File: config.mk
export PLATFORM = sky130hd
export DESIGN_NAME = stack_sequencer
export DESIGN_NICKNAME = d
export VERILOG_FILES = /design/src/rtl/stkseq_pkg.sv /design/src/rtl/stkseq_ctrl.sv /design/src/rtl/stkseq_dpath.sv /design/src/rtl/stack_sequencer.sv
export SDC_FILE = /design/constraint.sdc
export NUM_CORES = 1
export LEC_CHECK = 0
export BUFFER_PORTS_ARGS = -buffer_cell sky130_fd_sc_hd__buf_2
export CORE_MARGIN = 1
export CORE_UTILIZATION = 35
export DETAILED_ROUTE_END_ITERATION = 10
export MAX_ROUTING_LAYER = met4
export PLACE_DENSITY = 0.53
export SLEW_MARGIN = 25
export SYNTH_ARGS = -nofsm -noshare
export SYNTH_HDL_FRONTEND = slang
export SYNTH_SLANG_ARGS = --single-unit
File: constraint.sdc
create_clock -name clk -period 3.21 [get_ports clk]
set_input_delay 0.321 -clock clk [delete_from_list [all_inputs] [get_ports clk]]
set_output_delay 0.321 -clock clk [all_outputs]
set_load 0.005 [all_outputs]
File: src/rtl/stkseq_pkg.sv
package stkseq_pkg;

  localparam logic [7:0] OP_RETI   = 8'h80;
  localparam logic [7:0] OP_RET    = 8'h81;
  localparam logic [7:0] OP_POPA   = 8'h84;
  localparam logic [7:0] OP_POPXY  = 8'h85;
  localparam logic [7:0] OP_POPCC  = 8'h86;
  localparam logic [7:0] OP_PUSHA  = 8'h88;
  localparam logic [7:0] OP_PUSHXY = 8'h89;
  localparam logic [7:0] OP_PUSHCC = 8'h8A;
  localparam logic [7:0] OP_HALT   = 8'h8E;
  localparam logic [7:0] OP_WFI    = 8'h8F;

  typedef enum logic [2:0] {K_NONE, K_POP, K_PUSH, K_RET, K_RETI, K_VEC, K_HALT} opKind_e;
  typedef enum logic [2:0] {SEL_A, SEL_X, SEL_Y, SEL_CC, SEL_PCH, SEL_PCL} regSel_e;

  typedef struct packed {
    logic     memRead;
    logic     memWrite;
    logic     useVec;
    logic [2:0] vecOfs;
    logic     capEn;
    regSel_e  capSel;
    regSel_e  srcSel;
    logic     clrMask;
  } strobe_t;

  function automatic logic [2:0] seqLen(opKind_e k);
    case (k)
      K_POP:        return 3'd1;
      K_RET, K_VEC: return 3'd2;
      K_RETI:       return 3'd5;
      default:      return 3'd0;
    endcase
  endfunction

  function automatic regSel_e selAt(opKind_e k, logic [2:0] idx, regSel_e base);
    if (k == K_POP) return base;
    if (k == K_RETI) begin
      case (idx)
        3'd0:    return SEL_CC;
        3'd1:    return SEL_A;
        3'd2:    return SEL_X;
        3'd3:    return SEL_PCH;
        default: return SEL_PCL;
      endcase
    end
    return (idx == 3'd0) ? SEL_PCH : SEL_PCL;
  endfunction

endpackage

File: src/rtl/stkseq_ctrl.sv
module stkseq_ctrl
  import stkseq_pkg::*;
(
  input  logic       clk,
  input  logic       rstN,
  input  logic       opValid,
  input  logic [7:0] opCode,
  input  logic       opAlt,
  output strobe_t    stb,
  output logic       done,
  output logic       busy,
  output logic       halted
);

  typedef enum logic [1:0] {S_RUN, S_IDLE, S_HALT} state_e;

  state_e     state;
  opKind_e    kind;
  regSel_e    baseSel;
  regSel_e    capSelQ;
  logic [2:0] issueIdx;
  logic       capPending;

  opKind_e    decKind;
  regSel_e    decSel;
  logic [2:0] len;
  logic       isRead;
  logic       issuing;

  always_comb begin
    decKind = K_NONE;
    decSel  = SEL_A;
    case (opCode)
      OP_RETI:   decKind = K_RETI;
      OP_RET:    decKind = K_RET;
      OP_POPA:   decKind = K_POP;
      OP_POPXY:  begin decKind = K_POP;  decSel = opAlt ? SEL_Y : SEL_X; end
      OP_POPCC:  begin decKind = K_POP;  decSel = SEL_CC; end
      OP_PUSHA:  decKind = K_PUSH;
      OP_PUSHXY: begin decKind = K_PUSH; decSel = opAlt ? SEL_Y : SEL_X; end
      OP_PUSHCC: begin decKind = K_PUSH; decSel = SEL_CC; end
      OP_HALT, OP_WFI: decKind = K_HALT;
      default:   decKind = K_NONE;
    endcase
  end

  assign len     = seqLen(kind);
  assign isRead  = (len != 3'd0);
  assign issuing = (state == S_RUN) && isRead && (issueIdx < len);

  always_comb begin
    stb.memRead  = issuing;
    stb.memWrite = (state == S_RUN) && (kind == K_PUSH);
    stb.useVec   = (kind == K_VEC);
    stb.vecOfs   = issueIdx;
    stb.capEn    = capPending;
    stb.capSel   = capSelQ;
    stb.srcSel   = baseSel;
    stb.clrMask  = (state == S_RUN) && (kind == K_HALT);
  end

  assign done   = (state == S_RUN) && (isRead ? (capPending && !issuing) : 1'b1);
  assign busy   = (state != S_IDLE);
  assign halted = (state == S_HALT);

  always_ff @(posedge clk or negedge rstN) begin
    if (!rstN) begin
      state      <= S_RUN;
      kind       <= K_VEC;
      baseSel    <= SEL_A;
      capSelQ    <= SEL_PCH;
      issueIdx   <= '0;
      capPending <= 1'b0;
    end else begin
      case (state)
        S_IDLE: if (opValid) begin
          state      <= S_RUN;
          kind       <= decKind;
          baseSel    <= decSel;
          issueIdx   <= '0;
          capPending <= 1'b0;
        end
        S_RUN: begin
          capPending <= issuing;
          if (issuing) begin
            capSelQ  <= selAt(kind, issueIdx, baseSel);
            issueIdx <= issueIdx + 3'd1;
          end
          if (done) state <= (kind == K_HALT) ? S_HALT : S_IDLE;
        end
        default: state <= S_HALT;
      endcase
    end
  end


  haltHold_chk: assert property (@(posedge clk) disable iff (!rstN)
    halted |=> halted);


  doneOnce_chk: assert property (@(posedge clk) disable iff (!rstN)
    done |=> !done);

endmodule

File: src/rtl/stkseq_dpath.sv
module stkseq_dpath
  import stkseq_pkg::*;
#(
  parameter int          DW       = 8,
  parameter int          AW       = 16,
  parameter logic [AW-1:0] SP_INIT  = 16'h017F,
  parameter logic [AW-1:0] VEC_ADDR = 16'hFFFE,
  parameter int          MASK_BIT = 3
) (
  input  logic          clk,
  input  logic          rstN,
  input  strobe_t       stb,
  input  logic [DW-1:0] memRdata,
  output logic [AW-1:0] memAddr,
  output logic [DW-1:0] memWdata,
  output logic          memWe,
  output logic [DW-1:0] regA,
  output logic [DW-1:0] regX,
  output logic [DW-1:0] regY,
  output logic [DW-1:0] regCc,
  output logic [AW-1:0] regSp,
  output logic [AW-1:0] regPc
);

  localparam logic [AW-1:0] ONE = AW'(1);

  logic [AW-1:0] vecOfsWide;
  assign vecOfsWide = {{(AW-3){1'b0}}, stb.vecOfs};

  always_comb begin
    if (stb.useVec)        memAddr = VEC_ADDR + vecOfsWide;
    else if (stb.memWrite) memAddr = regSp;
    else                   memAddr = regSp + ONE;
  end

  assign memWe = stb.memWrite;

  always_comb begin
    case (stb.srcSel)
      SEL_X:   memWdata = regX;
      SEL_Y:   memWdata = regY;
      SEL_CC:  memWdata = regCc;
      default: memWdata = regA;
    endcase
  end

  always_ff @(posedge clk or negedge rstN) begin
    if (!rstN) begin
      regA  <= '0;
      regX  <= '0;
      regY  <= '0;
      regCc <= '0;
      regSp <= SP_INIT;
      regPc <= '0;
    end else begin
      if (stb.memWrite)                     regSp <= regSp - ONE;
      else if (stb.memRead && !stb.useVec)  regSp <= regSp + ONE;
      if (stb.capEn) begin
        case (stb.capSel)
          SEL_A:   regA  <= memRdata;
          SEL_X:   regX  <= memRdata;
          SEL_Y:   regY  <= memRdata;
          SEL_CC:  regCc <= memRdata;
          SEL_PCH: regPc[AW-1 -: DW] <= memRdata;
          default: regPc[DW-1:0]     <= memRdata;
        endcase
      end
      if (stb.clrMask) regCc[MASK_BIT] <= 1'b0;
    end
  end


  pushDec_chk: assert property (@(posedge clk) disable iff (!rstN)
    stb.memWrite |=> regSp == $past(regSp) - ONE);


  popInc_chk: assert property (@(posedge clk) disable iff (!rstN)
    (stb.memRead && !stb.useVec) |=> regSp == $past(regSp) + ONE);


  maskClr_chk: assert property (@(posedge clk) disable iff (!rstN)
    stb.clrMask |=> !regCc[MASK_BIT] && $stable(regPc));

endmodule

File: src/rtl/stack_sequencer.sv
module stack_sequencer
  import stkseq_pkg::*;
#(
  parameter int          DW       = 8,
  parameter int          AW       = 16,
  parameter logic [AW-1:0] SP_INIT  = 16'h017F,
  parameter logic [AW-1:0] VEC_ADDR = 16'hFFFE,
  parameter int          MASK_BIT = 3
) (
  input  logic          clk,
  input  logic          rstN,
  input  logic          opValid,
  input  logic [7:0]    opCode,
  input  logic          opAlt,
  output logic          busy,
  output logic          done,
  output logic          halted,
  output logic [AW-1:0] memAddr,
  output logic [DW-1:0] memWdata,
  output logic          memWe,
  input  logic [DW-1:0] memRdata,
  output logic [DW-1:0] regA,
  output logic [DW-1:0] regX,
  output logic [DW-1:0] regY,
  output logic [DW-1:0] regCc,
  output logic [AW-1:0] regSp,
  output logic [AW-1:0] regPc
);

  strobe_t stb;

  stkseq_ctrl u_ctrl (
    .clk(clk), .rstN(rstN), .opValid(opValid), .opCode(opCode), .opAlt(opAlt),
    .stb(stb), .done(done), .busy(busy), .halted(halted)
  );

  stkseq_dpath #(
    .DW(DW), .AW(AW), .SP_INIT(SP_INIT), .VEC_ADDR(VEC_ADDR), .MASK_BIT(MASK_BIT)
  ) u_dpath (
    .clk(clk), .rstN(rstN), .stb(stb), .memRdata(memRdata),
    .memAddr(memAddr), .memWdata(memWdata), .memWe(memWe),
    .regA(regA), .regX(regX), .regY(regY), .regCc(regCc),
    .regSp(regSp), .regPc(regPc)
  );


  haltNoWrite_chk: assert property (@(posedge clk) disable iff (!rstN)
    halted |-> !memWe);

endmodule

* After elaboration in Yosys (flattened, before gate mapping)
Cells that the tools add are included.
** Word-level totals
- Logic and storage cells :: 123
- Register bits after elaboration :: 79
- Bits of input ports :: 20
** Cells by class
- Order comparisons :: 1
- Bitwise operators :: 1
- Add/subtract/negate cells :: 4
- Multiplexer cells :: 35
- Equal/unequal tests :: 32
- Reductions and logical operators :: 36
** Operator list (number)
- $eq 8x8->1 const B :: 10
- $mux 16 :: 4
- $eq 3x2->1 const B :: 8
- $pmux 8 s3 :: 1
- $reduce_and 2->1 :: 11
- $mux 3 :: 6
- $add 16x1->16 const B :: 1
- $sub 16x1->16 const B :: 1
- $pmux 3 s5 :: 1
- $eq 3x1->1 const B :: 4
- $eq 3x3->1 const B :: 4
- $pmux 3 s2 :: 2
- $pmux 3 s4 :: 1
- $mux 1 :: 11
- $pmux 3 s3 :: 1
- $mux 2 :: 4
- $mux 4 :: 2
- $reduce_bool 2->1 :: 4
- $reduce_or 2->1 :: 4
- $logic_and 1x1->1 :: 7
- $logic_not 3->1 :: 2
- $reduce_or 3->1 :: 2
- $add 2x4->5 const A :: 1
- $reduce_or 5->1 :: 1
- other kinds (13) :: 16

* Logic depth before layout (Yosys ltp)
Gate-level depths: netlist of the first run.
- Depth after elaboration :: 13
- Gate-level depth with buffers :: 10

* Cells and area by module
Synthesis of the first run repeated with hierarchy kept, for this count alone.
** Second synthesis, totals
- Cells, all modules :: 437
- Area total of the unflattened synthesis :: 4680.7 sq um
** By module, submodules not included
- stkseq_dpath :: instances 1, cells an instance 316, area each 3613.5 sq um
- stkseq_ctrl :: instances 1, cells an instance 121, area each 1067.3 sq um

* Worst setup path after synthesis of the first run
No wires, ideal clock.
- Path kind :: register to register
- Start :: register u_ctrl.kind[2]
- End :: register u_dpath.regSp[15]
- Slack :: 317 ps
- Path buffers :: 1
- Library setup time :: 124 ps
- Arrival :: 2770 ps
- Stages on the path, launching flop included :: 9
- Cells stage by stage :: dfstp_2 buf_4 or3b_2 ha_1 a2111o_1 nand4bb_4 or2_1 and3_1 o31a_1
** Between the ends
- Cells in the longest elaborated chain, start to end :: 8
- Elaborated cells between the ends (all ways) :: 16
- Classes of those cells :: order compare: 1; eq/ne: 5; mux: 2; reduce/logical: 8
** RTL lines
- start: declaration :: line stkseq_ctrl.sv:18 : opKind_e kind;
- start signal: assignment :: line stkseq_ctrl.sv:78 : kind <= decKind;
- branches (longest 8 deep; another with $lt 3x3->1)
- end signal: assignment :: line stkseq_dpath.sv:56 : if (stb.memWrite) regSp <= regSp - ONE;
- end signal: assignment :: line stkseq_dpath.sv:57 : else if (stb.memRead && !stb.useVec) regSp <= regSp + ONE;
- end: declaration :: line stkseq_dpath.sv:21 : output logic [AW-1:0] regSp,
Several ways; the timed one is not identified.
A chain may end at the register's enable or synchronous reset.

* Worst setup path in the final report of the first run
Ends and elaborated chain as after synthesis.

==> results.md, run 1 <==
Power:
- The share of total power dissipated in sequential elements is 0.423.
- The combinational share of power is 0.242.
- The static power due to leakage is 2.52 nW.
- The worst-case IR drop observed on VDD is 0.255 mV.
- The total power per unit cell area is 591 mW/mm2.
- The internal power of the cells is 2.14 mW.
- Of the total power, the share spent switching nets is 0.325.
- The proportion of power drawn by the clock network is 0.335.
- The net switching power of the design is 1.03 mW.

Setup path:
- The number of buffers and inverters on the critical path is 0.
- The worst setup path is launched from a flip-flop.
- The setup path with the least slack is of type flip-flop to flip-flop.
- The critical path data arrival time is 3.16 ns.
- The critical path's slowest cell is sky130_fd_sc_hd__dfstp_2.
- In this design, the stage delay of the slowest critical-path cell is 0.52 ns.
- The critical path goes through or3b_2 -> ha_1 -> a2111o_1 -> nand4bb_4 -> nor4_1 -> o221ai_1 -> o31a_1.
- The type of destination of the critical path is a flip-flop.
- Of all nets on the critical path, the largest fanout is 7.
- The kind of cell with the highest combined delay along the critical path is simple AND/OR/NAND/NOR gates.
- At the worst endpoint, the required time is 3.42 ns.

Yosys:
- The synthesized instance count is 391.
- The number of distinct library cell variants in the gate-level netlist after synthesis is 58.
- Of the total synthesized cell area, the portion taken by full adders, half adders and majority gates is 0.0345.
- The portion of synthesized area spent on multiplexers is 0.175.
- The compound-gate portion of the synthesized area is 0.0905.
- The mean instance size in the synthesized netlist is 11.1 um2.
- The total nets after synthesis is 423.
- The post-synthesis xor/xnor area fraction is 0.0603.
- After synthesis, the cell types taking the most area are sky130_fd_sc_hd__dfrtp_1 39%, sky130_fd_sc_hd__mux2_2 12%, sky130_fd_sc_hd__dfstp_2 6.6%, sky130_fd_sc_hd__xnor2_1 4.4%, sky130_fd_sc_hd__mux4_2 4.1%.
- The largest total area in the synthesized netlist belongs to sky130_fd_sc_hd__dfrtp_1.
- For this run, the register share of the synthesized area comes to 0.451.
- The total of flip-flops plus latches after synthesis is 78.
- The number of warnings reported in the yosys synthesis log is 0.
- The post-synthesis cell area is 0.00435 mm2.
- The count of flip-flops with a built-in enable after synthesis is 0.
- In the synthesized netlist the async set-or-reset flop fraction comes to 1.00.
- For this run, the leading register cell type out of synthesis is sky130_fd_sc_hd__dfrtp_1.
- The simple logic cell fraction of the synthesized area is 0.149.
- The area share of the leading cell type in the synthesized netlist is 0.385.
- The main combinational cell family by area after synthesis is multiplexers.

Floorplanning:
- The die area is 0.0129 mm2.
- The floorplan die width is 114 um.
- The die extent in y is 114 um.
- The number of primary I/O pins is 112.
- The initial cell density of the core is 0.361.
- After floorplanning, the core was divided into 40 placement rows.
- The core outline area is 0.0121 mm2.

Clock tree:
- The number of buffers added by the clock tree synthesis step is 9.
- The depth of the CTS H-tree is 3.
- No sink is reached through more buffers than the 2 on the longest clock path.
- The number of hold buffers added after CTS was 0.
- The total clock sinks is 78.
- Once the clock tree was built, the setup fixing pass inserted 0 buffers.
- TritonCTS built the clock tree.
- For the worst-skew pair, the clock arrives at the later sink with an insertion delay of 0.33 ns.
- The clock-pin slew on the worst setup and hold paths is 0.07 ns.
- The library cell used as clock root buffer is sky130_fd_sc_hd__clkbuf_16.
- The number of gates resized after cts is 0.

Timing:
- Adding up every negative setup slack in the final design gives 0 ns.
- The final period demand of the worst path is 2.95 ns.
- The number of max-slew violations in the final report is 0.
- The minimum hold slack is 0.0202 ns.
- The worst pin sits at a relative slew slack of 0.421.
- The transition time at the pin with the least slew margin is 0.863 ns.
- The hold violation count in the final report was 0.
- For this run, the top clock speed supported by timing is 0.339 GHz.
- The number of setup violations in the final report is 0.
- The period utilization is 0.919.
- Setup repair after global routing left no endpoint under its margin.
- The worst path meets setup with 0.260 ns of slack.
- The final clock skew is 0.0123 ns.

Flow run:
- The tool flagged a number of max-cap violations equal to 0.

GRT:
- The number of antenna violations at the first check in global routing came to 0.
- The via count of the first global-routing pass is 3361.
- The all-layer global routing usage is 0.179.
- The maximum number of pins on one net before global-route repair is 79.
- The first global-routing pass estimated 17500 um of wire.
- The total congestion overflow after global routing is 0.

Finish:
- Leaving out fill and tap cells, the most frequent cells in the layout are 110 x sky130_fd_sc_hd__buf_2, 67 x sky130_fd_sc_hd__dfrtp_1, 48 x sky130_fd_sc_hd__mux2_2.
- The number of filler instances in the final layout is 1158.
- The area growth from synthesis to layout is 23.0%.
- At the end of the flow, the number of nets in the layout was 524.
- The leading cell type in the layout, fill and taps excluded is sky130_fd_sc_hd__buf_2.
- The number of diodes added for antenna fixing is 0.
- The share of post-route cells with drive strength above 1 is 0.421.

Detailed routing:
- Dividing the detail-routed wire length by the instance count gives 16.2 um.
- The first detailed-routing pass took 4 iterations.
- Using the TritonRoute via totals, the vias-per-cell ratio works out to 5.13.
- The final wirelength is 10800 um.
- In the routed design, unresolved DRC markers number 0.
- The post-detailed-route count of antenna-violating nets is 0.
- The total via count after detailed routing is 3411.
- The DRC violation total after the first TritonRoute iteration is 232.

Placement:
- The congestion estimate from routability-driven global placement came to 0.840.
- Port buffering added 111 buffers.
- Before CTS, the worst setup slack after placement is 0.300 ns.
- The final HPWL from detailed placement is 7600 um.

Run status:
- The flow ran to the end, and the final reports show no timing, DRC or antenna violations.

Hold path:
- The type of the worst min-delay path is primary input to async pin.
## path summary, 6_finish.rpt
check | slack, ns | cells past startpoint | start | end
worst max-delay path | 0.26 | 7 | u_ctrl.kind[2]$_DFFE_PN1P_ | u_dpath.regSp[15]$_DFFE_PN0P_
worst min-delay path | 0.02 | 1 | rstN | u_dpath.regPc[2]$_DFFE_PN0P_
worst max register to register | 0.26 | 7 | u_ctrl.kind[2]$_DFFE_PN1P_ | u_dpath.regSp[15]$_DFFE_PN0P_
worst min register to register | 0.50 | 1 | u_dpath.regPc[12]$_DFFE_PN0P_ | u_dpath.regPc[12]$_DFFE_PN0P_
max in group asynchronous | 2.68 | 1 | rstN | u_ctrl.capSelQ[1]$_DFFE_PN0P_
min in group clk | 0.20 | 2 | opValid | u_ctrl.state[0]$_DFFE_PN0P_
## flip-flops by register name, indices dropped and copies added, names as in the netlist
register           count
u_ctrl.baseSel         2
u_ctrl.capPending      1
u_dpath.regX           8
u_dpath.regSp         16
u_ctrl.state           2
u_ctrl.issueIdx        3
u_ctrl.capSelQ         3
u_dpath.regPc         16
u_dpath.regA           8
u_dpath.regCc          8
u_dpath.regY           8
u_ctrl.kind            3
## power by group through the flow
stage	sequential [mW]	clock [mW]	combinational [mW]
5_1_grt	1.37	1.13	0.854
3_3_place_gp	1.35	0	0.772
4_1_cts	1.34	1.09	0.776
6_report	1.34	1.06	0.767
3_5_place_dp	1.36	0	0.773
2_1_floorplan	1.23	0	0.563
## stage by stage
stage	total power, mW	std cells	utilization	cell area, um2
floorplan	1.79	391	-	4350
global placement	2.12	649	0.418	5040
detailed placement	2.13	649	0.418	5040
CTS	3.21	665	0.444	5350
global route	3.35	665	0.444	5350
finish	3.16	665	0.444	5350
## routing by layer
layer / vias to the layer above / global-route usage / routed length [um]
met4: 0 / 0.0649 / 175
met5: - / - / 0
met2: 90 / 0.278 / 5000
met1: 1685 / 0.232 / 5070
met3: 13 / 0.0356 / 514
li1: 1623 / - / -
## synthesized netlist by cell type (9+ instances only)
master,n
sky130_fd_sc_hd__ha_1,12
sky130_fd_sc_hd__nor4_1,11
sky130_fd_sc_hd__xnor2_1,22
sky130_fd_sc_hd__nand2_1,24
sky130_fd_sc_hd__dfrtp_1,67
sky130_fd_sc_hd__clkbuf_1,17
sky130_fd_sc_hd__dfstp_2,11
sky130_fd_sc_hd__a21oi_1,22
sky130_fd_sc_hd__mux2_2,48
sky130_fd_sc_hd__nor2_1,19
sky130_fd_sc_hd__nor3_1,9
## kinds of logic after synthesis
group / Yosys count
buffers and inverters: 37
AOI/OAI and AO/OA: 61
adders and majority gates: 12
xor gates and xnor gates: 30
and+or+nand+nor: 113
muxes: 60
DFF: 78
## area by class of cell
| cell class | instances | area (um2) | area share |
|---|---|---|---|
| repair buffers | 119 | 622 | 0.116 |
| clock buffers | 9 | 225 | 0.0421 |
| well taps | 168 | 210 | 0.0393 |
| flip-flops and latches | 78 | 1970 | 0.367 |
| inverters | 8 | 30.0 | 0.00561 |
| clock inverters | 7 | 85.1 | 0.0159 |
| multi-input cells | 276 | 2220 | 0.414 |
No activity file was read; power rests on OpenSTA's default activity.
==> run 2, diff against run 1 <==
PLACE_DENSITY = default   (was 0.53)
PLACE_DENSITY_LB_ADDON = 0.2   (was default)
==> run 2 against run 1 <==
  * Critical path depth decreased by 1
  * Routed wire length increased by 0.43%
  * Via count increased by 1.1%
  * Sequential power about the same
==> results.md, run 2 (synthesized netlist as in run 1, its figures left out) <==
GRT:
- The number of antenna violations at the first check in global routing is 0 (unchanged).
- The maximum number of pins on one net before global-route repair is 79 (unchanged).
- The all-layer global routing usage is 0.181 (+0.00239).
- The first-pass GRT wire length was 17700 um (+0.91%).
- The via count of the first global-routing pass is 3409 (+1.4%).
- The total congestion overflow after global routing is 0 (unchanged).

Clock tree:
- The post-CTS setup buffer count came to 0 (unchanged).
- The number of gates resized after cts is 0 (unchanged).
- The insertion delay to the later sink of the worst-skew pair is 0.34 ns (about the same).
- Clock tree synthesis selected as its root buffer the cell sky130_fd_sc_hd__clkbuf_16.
- TritonCTS built the clock tree.
- The number of buffers inserted by hold repair at cts is 0 (unchanged).
- The total clock sinks was 78 (unchanged).
- The number of buffers added by the clock tree synthesis step is 9 (unchanged).
- The clock-pin slew on the worst setup and hold paths was 0.07 ns (about the same).
- The depth of the CTS H-tree is 3 (unchanged).
- The worst-case clock buffer depth came to 2 (unchanged).

Finish:
- The post-synthesis to final-layout area growth is 22.7%.
- The share of post-route cells with drive strength above 1 was 0.421 (unchanged).
- The number of diodes added for antenna fixing is 0 (unchanged).
- The number of nets in the final layout was 524 (unchanged).
- The largest registers in the layout are u_dpath.regPc: 16 flops, u_dpath.regSp: 16 flops.
- The finished layout cell area was 0.00534 mm2 (-0.21%).
- The top cell types in the final layout, fill and taps aside, are 110 x sky130_fd_sc_hd__buf_2, 67 x sky130_fd_sc_hd__dfrtp_1, 48 x sky130_fd_sc_hd__mux2_2.
- The leading cell type in the layout, fill and taps excluded is sky130_fd_sc_hd__buf_2.

Floorplanning:
- The core outline area came to 0.0121 mm2 (unchanged).
- The number of primary I/O pins is 112 (unchanged).
- The floorplan die width is 114 um (unchanged).
- The die area is 0.0129 mm2 (unchanged).
- The placement row count is 40 (unchanged).
- The initial cell density of the core is 0.361 (unchanged).
- The die extent in y came to 114 um (unchanged).

Placement:
- The cell area after placement is 0.00502 mm2 (-0.30%).
- The final estimated routing congestion in global placement was 0.846 (+0.74%).
- The number of buffers inserted by port buffering is 111 (unchanged).
- The final HPWL from detailed placement is 7570 um (-0.47%).

Power:
- The combinational share of power is 0.251 (+0.009).
- The net switching power of the design came to 1.04 mW (+1.0%).
- The static power due to leakage is 2.51 nW (-0.62%).
- The proportion of power drawn by the clock network is 0.317 (-0.018).
- The share of power burned in registers is 0.431 (+0.008).
- The total power per unit cell area is 579 mW/mm2 (-2.1%).
- The internal power of the cells came to 2.05 mW (-3.8%).
- The switching power as a share of total power came to 0.336 (+0.0109).
- The worst supply voltage drop on vdd is 0.277 mV (+8.8%).

Timing:
- The final period demand of the worst path is 3.05 ns (+0.101 ns).
- The remaining max-slew budget at the tightest pin is 0.419 (-0.00194).
- Setup repair after global routing left no endpoint under its margin.
- The final-layout setup total negative slack came to 0 ns (unchanged).
- The number of max-slew violations in the final report is 0 (unchanged).
- The period utilization is 0.950 (+0.0314).
- The final clock skew is 0.00625 ns (-0.00608 ns).
- The number of setup violations in the final report is 0 (unchanged).
- The transition time at the pin with the least slew margin came to 0.866 ns (+0.00290 ns).
- The maximum achievable frequency is 0.328 GHz (-3.3%).
- The hold violation count in the final report is 0 (unchanged).

Setup path:
- The type of destination of the critical path is a primary output.
- The length in cells of the worst reg-to-reg path is 7 (unchanged).
- The critical path data arrival time came to 2.73 ns (-0.43 ns).
- STA classifies the critical path startpoint as a flip-flop.
- The critical path in this run is classified as flip-flop to primary output.
- The worst-path maximum fanout was 11 (+4).
- The critical path data required time is 2.89 ns (-0.53 ns).

Detailed routing:
- The length of the first detailed-routing pass in iterations is 4 (unchanged).
- The DRC violation total after the first TritonRoute iteration was 150 (-35%).
- The post-detailed-route count of antenna-violating nets is 0 (unchanged).
- The routed wire length per instance came to 16.2 um (+0.43%).
- The total via count after detailed routing was 3448 (+1.1%).
- The count of unresolved DRC violations after routing was 0 (unchanged).
- The final wirelength was 10800 um (+0.43%).
- The number of vias per cell was 5.18 (+1.1%).

Flow run:
- The max capacitance violation total was 0 (unchanged).

Hold path:
- The type of the worst min-delay path is primary input to async pin.

Run status:
- The run finished with clean final reports.
run 2: cell count changes in the layout (fill, tap and decap cells not counted), sizes merged:
cell,previous run,this run
bufinv,1,0
clkinvlp,0,2
inv,14,13
run 2: per-layer routing:
layer	routed length [um]	GRT usage
met1	4950	0.235
met5	0	-
met2	5190	0.281
met4	155	0.0719
met3	512	0.0340
run 2: final timing paths:
path / start / slack, ns / end
max in group asynchronous: rstN / 2.70 / u_dpath.regPc[2]$_DFFE_PN0P_
worst max-delay path: u_ctrl.kind[2]$_DFFE_PN1P_ / 0.16 / done
worst max register to register: u_ctrl.kind[2]$_DFFE_PN1P_ / 0.17 / u_dpath.regSp[15]$_DFFE_PN0P_
min in group clk: opValid / 0.17 / u_ctrl.state[0]$_DFFE_PN0P_
worst min register to register: u_dpath.regPc[7]$_DFFE_PN0P_ / 0.50 / u_dpath.regPc[7]$_DFFE_PN0P_
worst min-delay path: rstN / 0.03 / u_dpath.regPc[6]$_DFFE_PN0P_
run 2: power groups by stage:
| stage | Combinational [mW] | Clock [mW] | Sequential [mW] |
|---|---|---|---|
| 5_1_grt | 0.867 | 1.05 | 1.36 |
| 3_5_place_dp | 0.784 | 0 | 1.35 |
| 6_report | 0.777 | 0.981 | 1.33 |
| 2_1_floorplan | 0.563 | 0 | 1.23 |
| 3_3_place_gp | 0.771 | 0 | 1.35 |
| 4_1_cts | 0.789 | 1.01 | 1.33 |
run 2: layout make-up:
type,instances,area (um2)
Multi-Input combinational cell,276,2220
Clock buffer,9,225
Clock inverter,7,61.3
Sequential cell,78,1970
Fill cell,1167,6720
Inverter,8,30.0
Tap cell,168,210
Timing Repair Buffer,119,634
run 2: per-stage QoR:
step	util	hold WS [ns]	power, mW	instances	setup slack, ns
floorplan	-	0.0254	1.79	391	0.317
global placement	0.417	0.483	2.12	647	0.248
global route	0.443	0.0816	3.28	665	0.0135
finish	0.443	0.0266	3.09	665	0.159
CTS	0.440	0.166	3.13	663	0.146
detailed placement	0.417	0.490	2.13	647	0.153
run 2: worst max-delay path, cell delays in order (launching register included):
cell	delay, ns
sky130_fd_sc_hd__dfstp_2	0.64
sky130_fd_sc_hd__or3b_2	0.51
sky130_fd_sc_hd__ha_1	0.32
sky130_fd_sc_hd__a2111o_1	0.46
sky130_fd_sc_hd__o21ai_0	0.18
sky130_fd_sc_hd__a211oi_1	0.13
sky130_fd_sc_hd__buf_2	0.15
==> run 3, diff against run 2 <==
CAP_MARGIN = 5   (was default)
CORE_UTILIZATION = 45   (was 35)
==> run 3 against run 2 <==
  * The run now ends with hold timing left
  * Sequential share of layout area increased by 0.89 points
  * Routed wire length decreased by 6.6%
  * Utilization increased by 12 points
  * Setup slack got worse by 0.086 ns
  * Critical path type unchanged
  * Clock skew increased by 0.0072 ns
==> results.md, run 3 (synthesized netlist as in run 1, its figures left out) <==
Run status:
- The run finished, with violations left.
- The checks that failed: hold timing.

Timing:
- The final-layout setup total negative slack is 0 ns (unchanged).
- The final period demand of the worst path is 3.14 ns (+0.0860 ns).
- The maximum achievable frequency is 0.319 GHz (-2.7%).
- The number of setup violations in the final report is 0 (unchanged).
- The minimum hold slack is -0.0373 ns (-0.0639 ns).
- The number of max-slew violations in the final report came to 0 (unchanged).
- The final clock skew is 0.0135 ns (+0.00723 ns).
- The period utilization came to 0.977 (+0.0268).
- The hold violation count in the final report is 10 (+10).
- The transition time at the pin with the least slew margin is 0.832 ns (-0.0341 ns).
- The remaining max-slew budget at the tightest pin was 0.442 (+0.0229).

Placement:
- The final HPWL from detailed placement is 7040 um (-7.0%).
- The cell total after placement is 607 (-6.2%).
- The number of buffers inserted by port buffering is 111 (unchanged).
- The final estimated routing congestion in global placement is 0.831 (-1.8%).

GRT:
- The total congestion overflow after global routing is 0 (unchanged).
- The all-layer global routing usage is 0.212 (+0.0306).
- The via count of the first global-routing pass is 3062 (-10%).
- The first-pass GRT wire length is 15900 um (-10%).
- The number of antenna violations at the first check in global routing was 0 (unchanged).
- The maximum number of pins on one net before global-route repair is 79 (unchanged).

Detailed routing:
- The final wirelength is 10100 um (-6.6%).
- The number of vias per cell is 5.37 (+3.6%).
- The total via count after detailed routing came to 3347 (-2.9%).
- The routed wire length per instance is 16.2 um (-0.31%).
- The count of unresolved DRC violations after routing is 0 (unchanged).
- The length of the first detailed-routing pass in iterations is 4 (unchanged).
- The post-detailed-route count of antenna-violating nets is 0 (unchanged).
- The DRC violation total after the first TritonRoute iteration is 69 (-54%).

Hold path:
- The type of the worst min-delay path is primary input to async pin.

Floorplanning:
- The floorplan die width is 100 um (-12%).
- The die area is 0.0101 mm2 (-22%).
- The number of primary I/O pins is 112 (unchanged).
- The die extent in y is 100 um (-12%).
- The placement row count is 35 (-13%).
- The initial cell density of the core is 0.467 (+0.106).
- The core outline area was 0.00933 mm2 (-23%).

Setup path:
- The critical path in this run is classified as flip-flop to primary output.
- The worst-path maximum fanout was 11 (unchanged).
- The critical path data required time is 2.89 ns (about the same).
- The critical path data arrival time is 2.82 ns (+0.09 ns).
- The reg2reg setup slack is 0.15 ns (-0.02 ns).
- STA classifies the critical path startpoint as a flip-flop.
- The type of destination of the critical path is a primary output.

Clock tree:
- The tree is rooted in a sky130_fd_sc_hd__clkbuf_8.
- The worst-case clock buffer depth was 2 (unchanged).
- TritonCTS built the clock tree.
- The depth of the CTS H-tree was 3 (unchanged).
- The insertion delay to the later sink of the worst-skew pair is 0.36 ns (+0.02 ns).
- The number of buffers added by the clock tree synthesis step was 9 (unchanged).
- The post-CTS setup buffer count is 0 (unchanged).
- The number of buffers inserted by hold repair at cts is 0 (unchanged).
- The total clock sinks is 78 (unchanged).
- The clock-pin slew on the worst setup and hold paths was 0.10 ns (+0.03 ns).

Finish:
- The core occupancy in the finished layout came to 0.559 (+0.116).
- The number of diodes added for antenna fixing was 0 (unchanged).
- The share of post-route cells with drive strength above 1 came to 0.421 (+0.000529).
- The filler-free cell count of the finished design is 623 (-6.3%).
- The top cell types in the final layout, fill and taps aside, are 110 x sky130_fd_sc_hd__buf_2, 67 x sky130_fd_sc_hd__dfrtp_1, 48 x sky130_fd_sc_hd__mux2_2.
- The post-synthesis to final-layout area growth is 19.8%.
- In the final layout, the registers with the most flip-flops are u_dpath.regPc: 16 flops, u_dpath.regSp: 16 flops.
- The library cell used most frequently in the layout, excluding fill and tap cells, is sky130_fd_sc_hd__buf_2.
- The number of nets in the final layout was 521 (-0.57%).

Power:
- The total power per unit cell area is 568 mW/mm2 (-1.8%).
- The total power draw was 2.96 mW (-4.2%).
- The static power due to leakage came to 2.47 nW (-1.4%).
- The worst supply voltage drop on vdd came to 0.256 mV (-7.5%).

Flow run:
- The max capacitance violation total is 0 (unchanged).
run 3: repair_timing:
| action | CTS | global route |
|---|---|---|
| cloned | 0 | 0 |
| resized for setup | 1 | 1 |
| endpoints found under the setup margin | 1 | 1 |
run 3: cell type report:
type	instances	area, um2
clock buffer	9	124
clock inverter	7	104
fill	869	4110
inverter	8	30.0
multi-input combinational	276	2230
sequential	78	1970
tap	129	161
timing repair buffer	116	599
run 3: path summary, 6_finish.rpt:
check | cells past startpoint | to | start
max | 6 | done | u_ctrl.kind[2]$_DFFE_PN1P_
min | 1 | u_dpath.regSp[9]$_DFFE_PN0P_ | rstN
max reg2reg | 7 | u_dpath.regSp[10]$_DFFE_PN0P_ | u_ctrl.kind[2]$_DFFE_PN1P_
min reg2reg | 1 | u_dpath.regPc[4]$_DFFE_PN0P_ | u_dpath.regPc[4]$_DFFE_PN0P_
max in group asynchronous | 1 | u_ctrl.capPending$_DFFE_PN0P_ | rstN
min in group clk | 2 | u_ctrl.state[0]$_DFFE_PN0P_ | opValid
run 3: power by group:
part | switching (mW) | total (mW) | internal (mW)
Clock | 0.408 | 0.857 | 0.449
Combinational | 0.383 | 0.774 | 0.391
Sequential | 0.211 | 1.33 | 1.12
run 3: metal layers:
metal,track usage,wire (um)
met3,0.0313,394
met2,0.326,4730
met4,0.0825,200
met5,-,0
met1,0.283,4760
run 3: stage by stage:
step                      instance area (um2)  setup WS, ns  hold WS, ns
after floorplan                          4350         0.317       0.0254
after global placement                   4970         0.229        0.482
after detailed placement                 4970         0.183        0.488
after CTS                                5210        0.0994        0.155
after global routing                     5220       -0.0155       0.0257
final                                    5220        0.0732      -0.0373
run 3: worst max-delay path, cell delays in order (launching register included):
cell,delay [ns]
sky130_fd_sc_hd__dfstp_2,0.64
sky130_fd_sc_hd__or3b_2,0.52
sky130_fd_sc_hd__ha_1,0.34
sky130_fd_sc_hd__a2111o_1,0.46
sky130_fd_sc_hd__o21ai_0,0.24
sky130_fd_sc_hd__a211oi_2,0.13
sky130_fd_sc_hd__buf_2,0.14
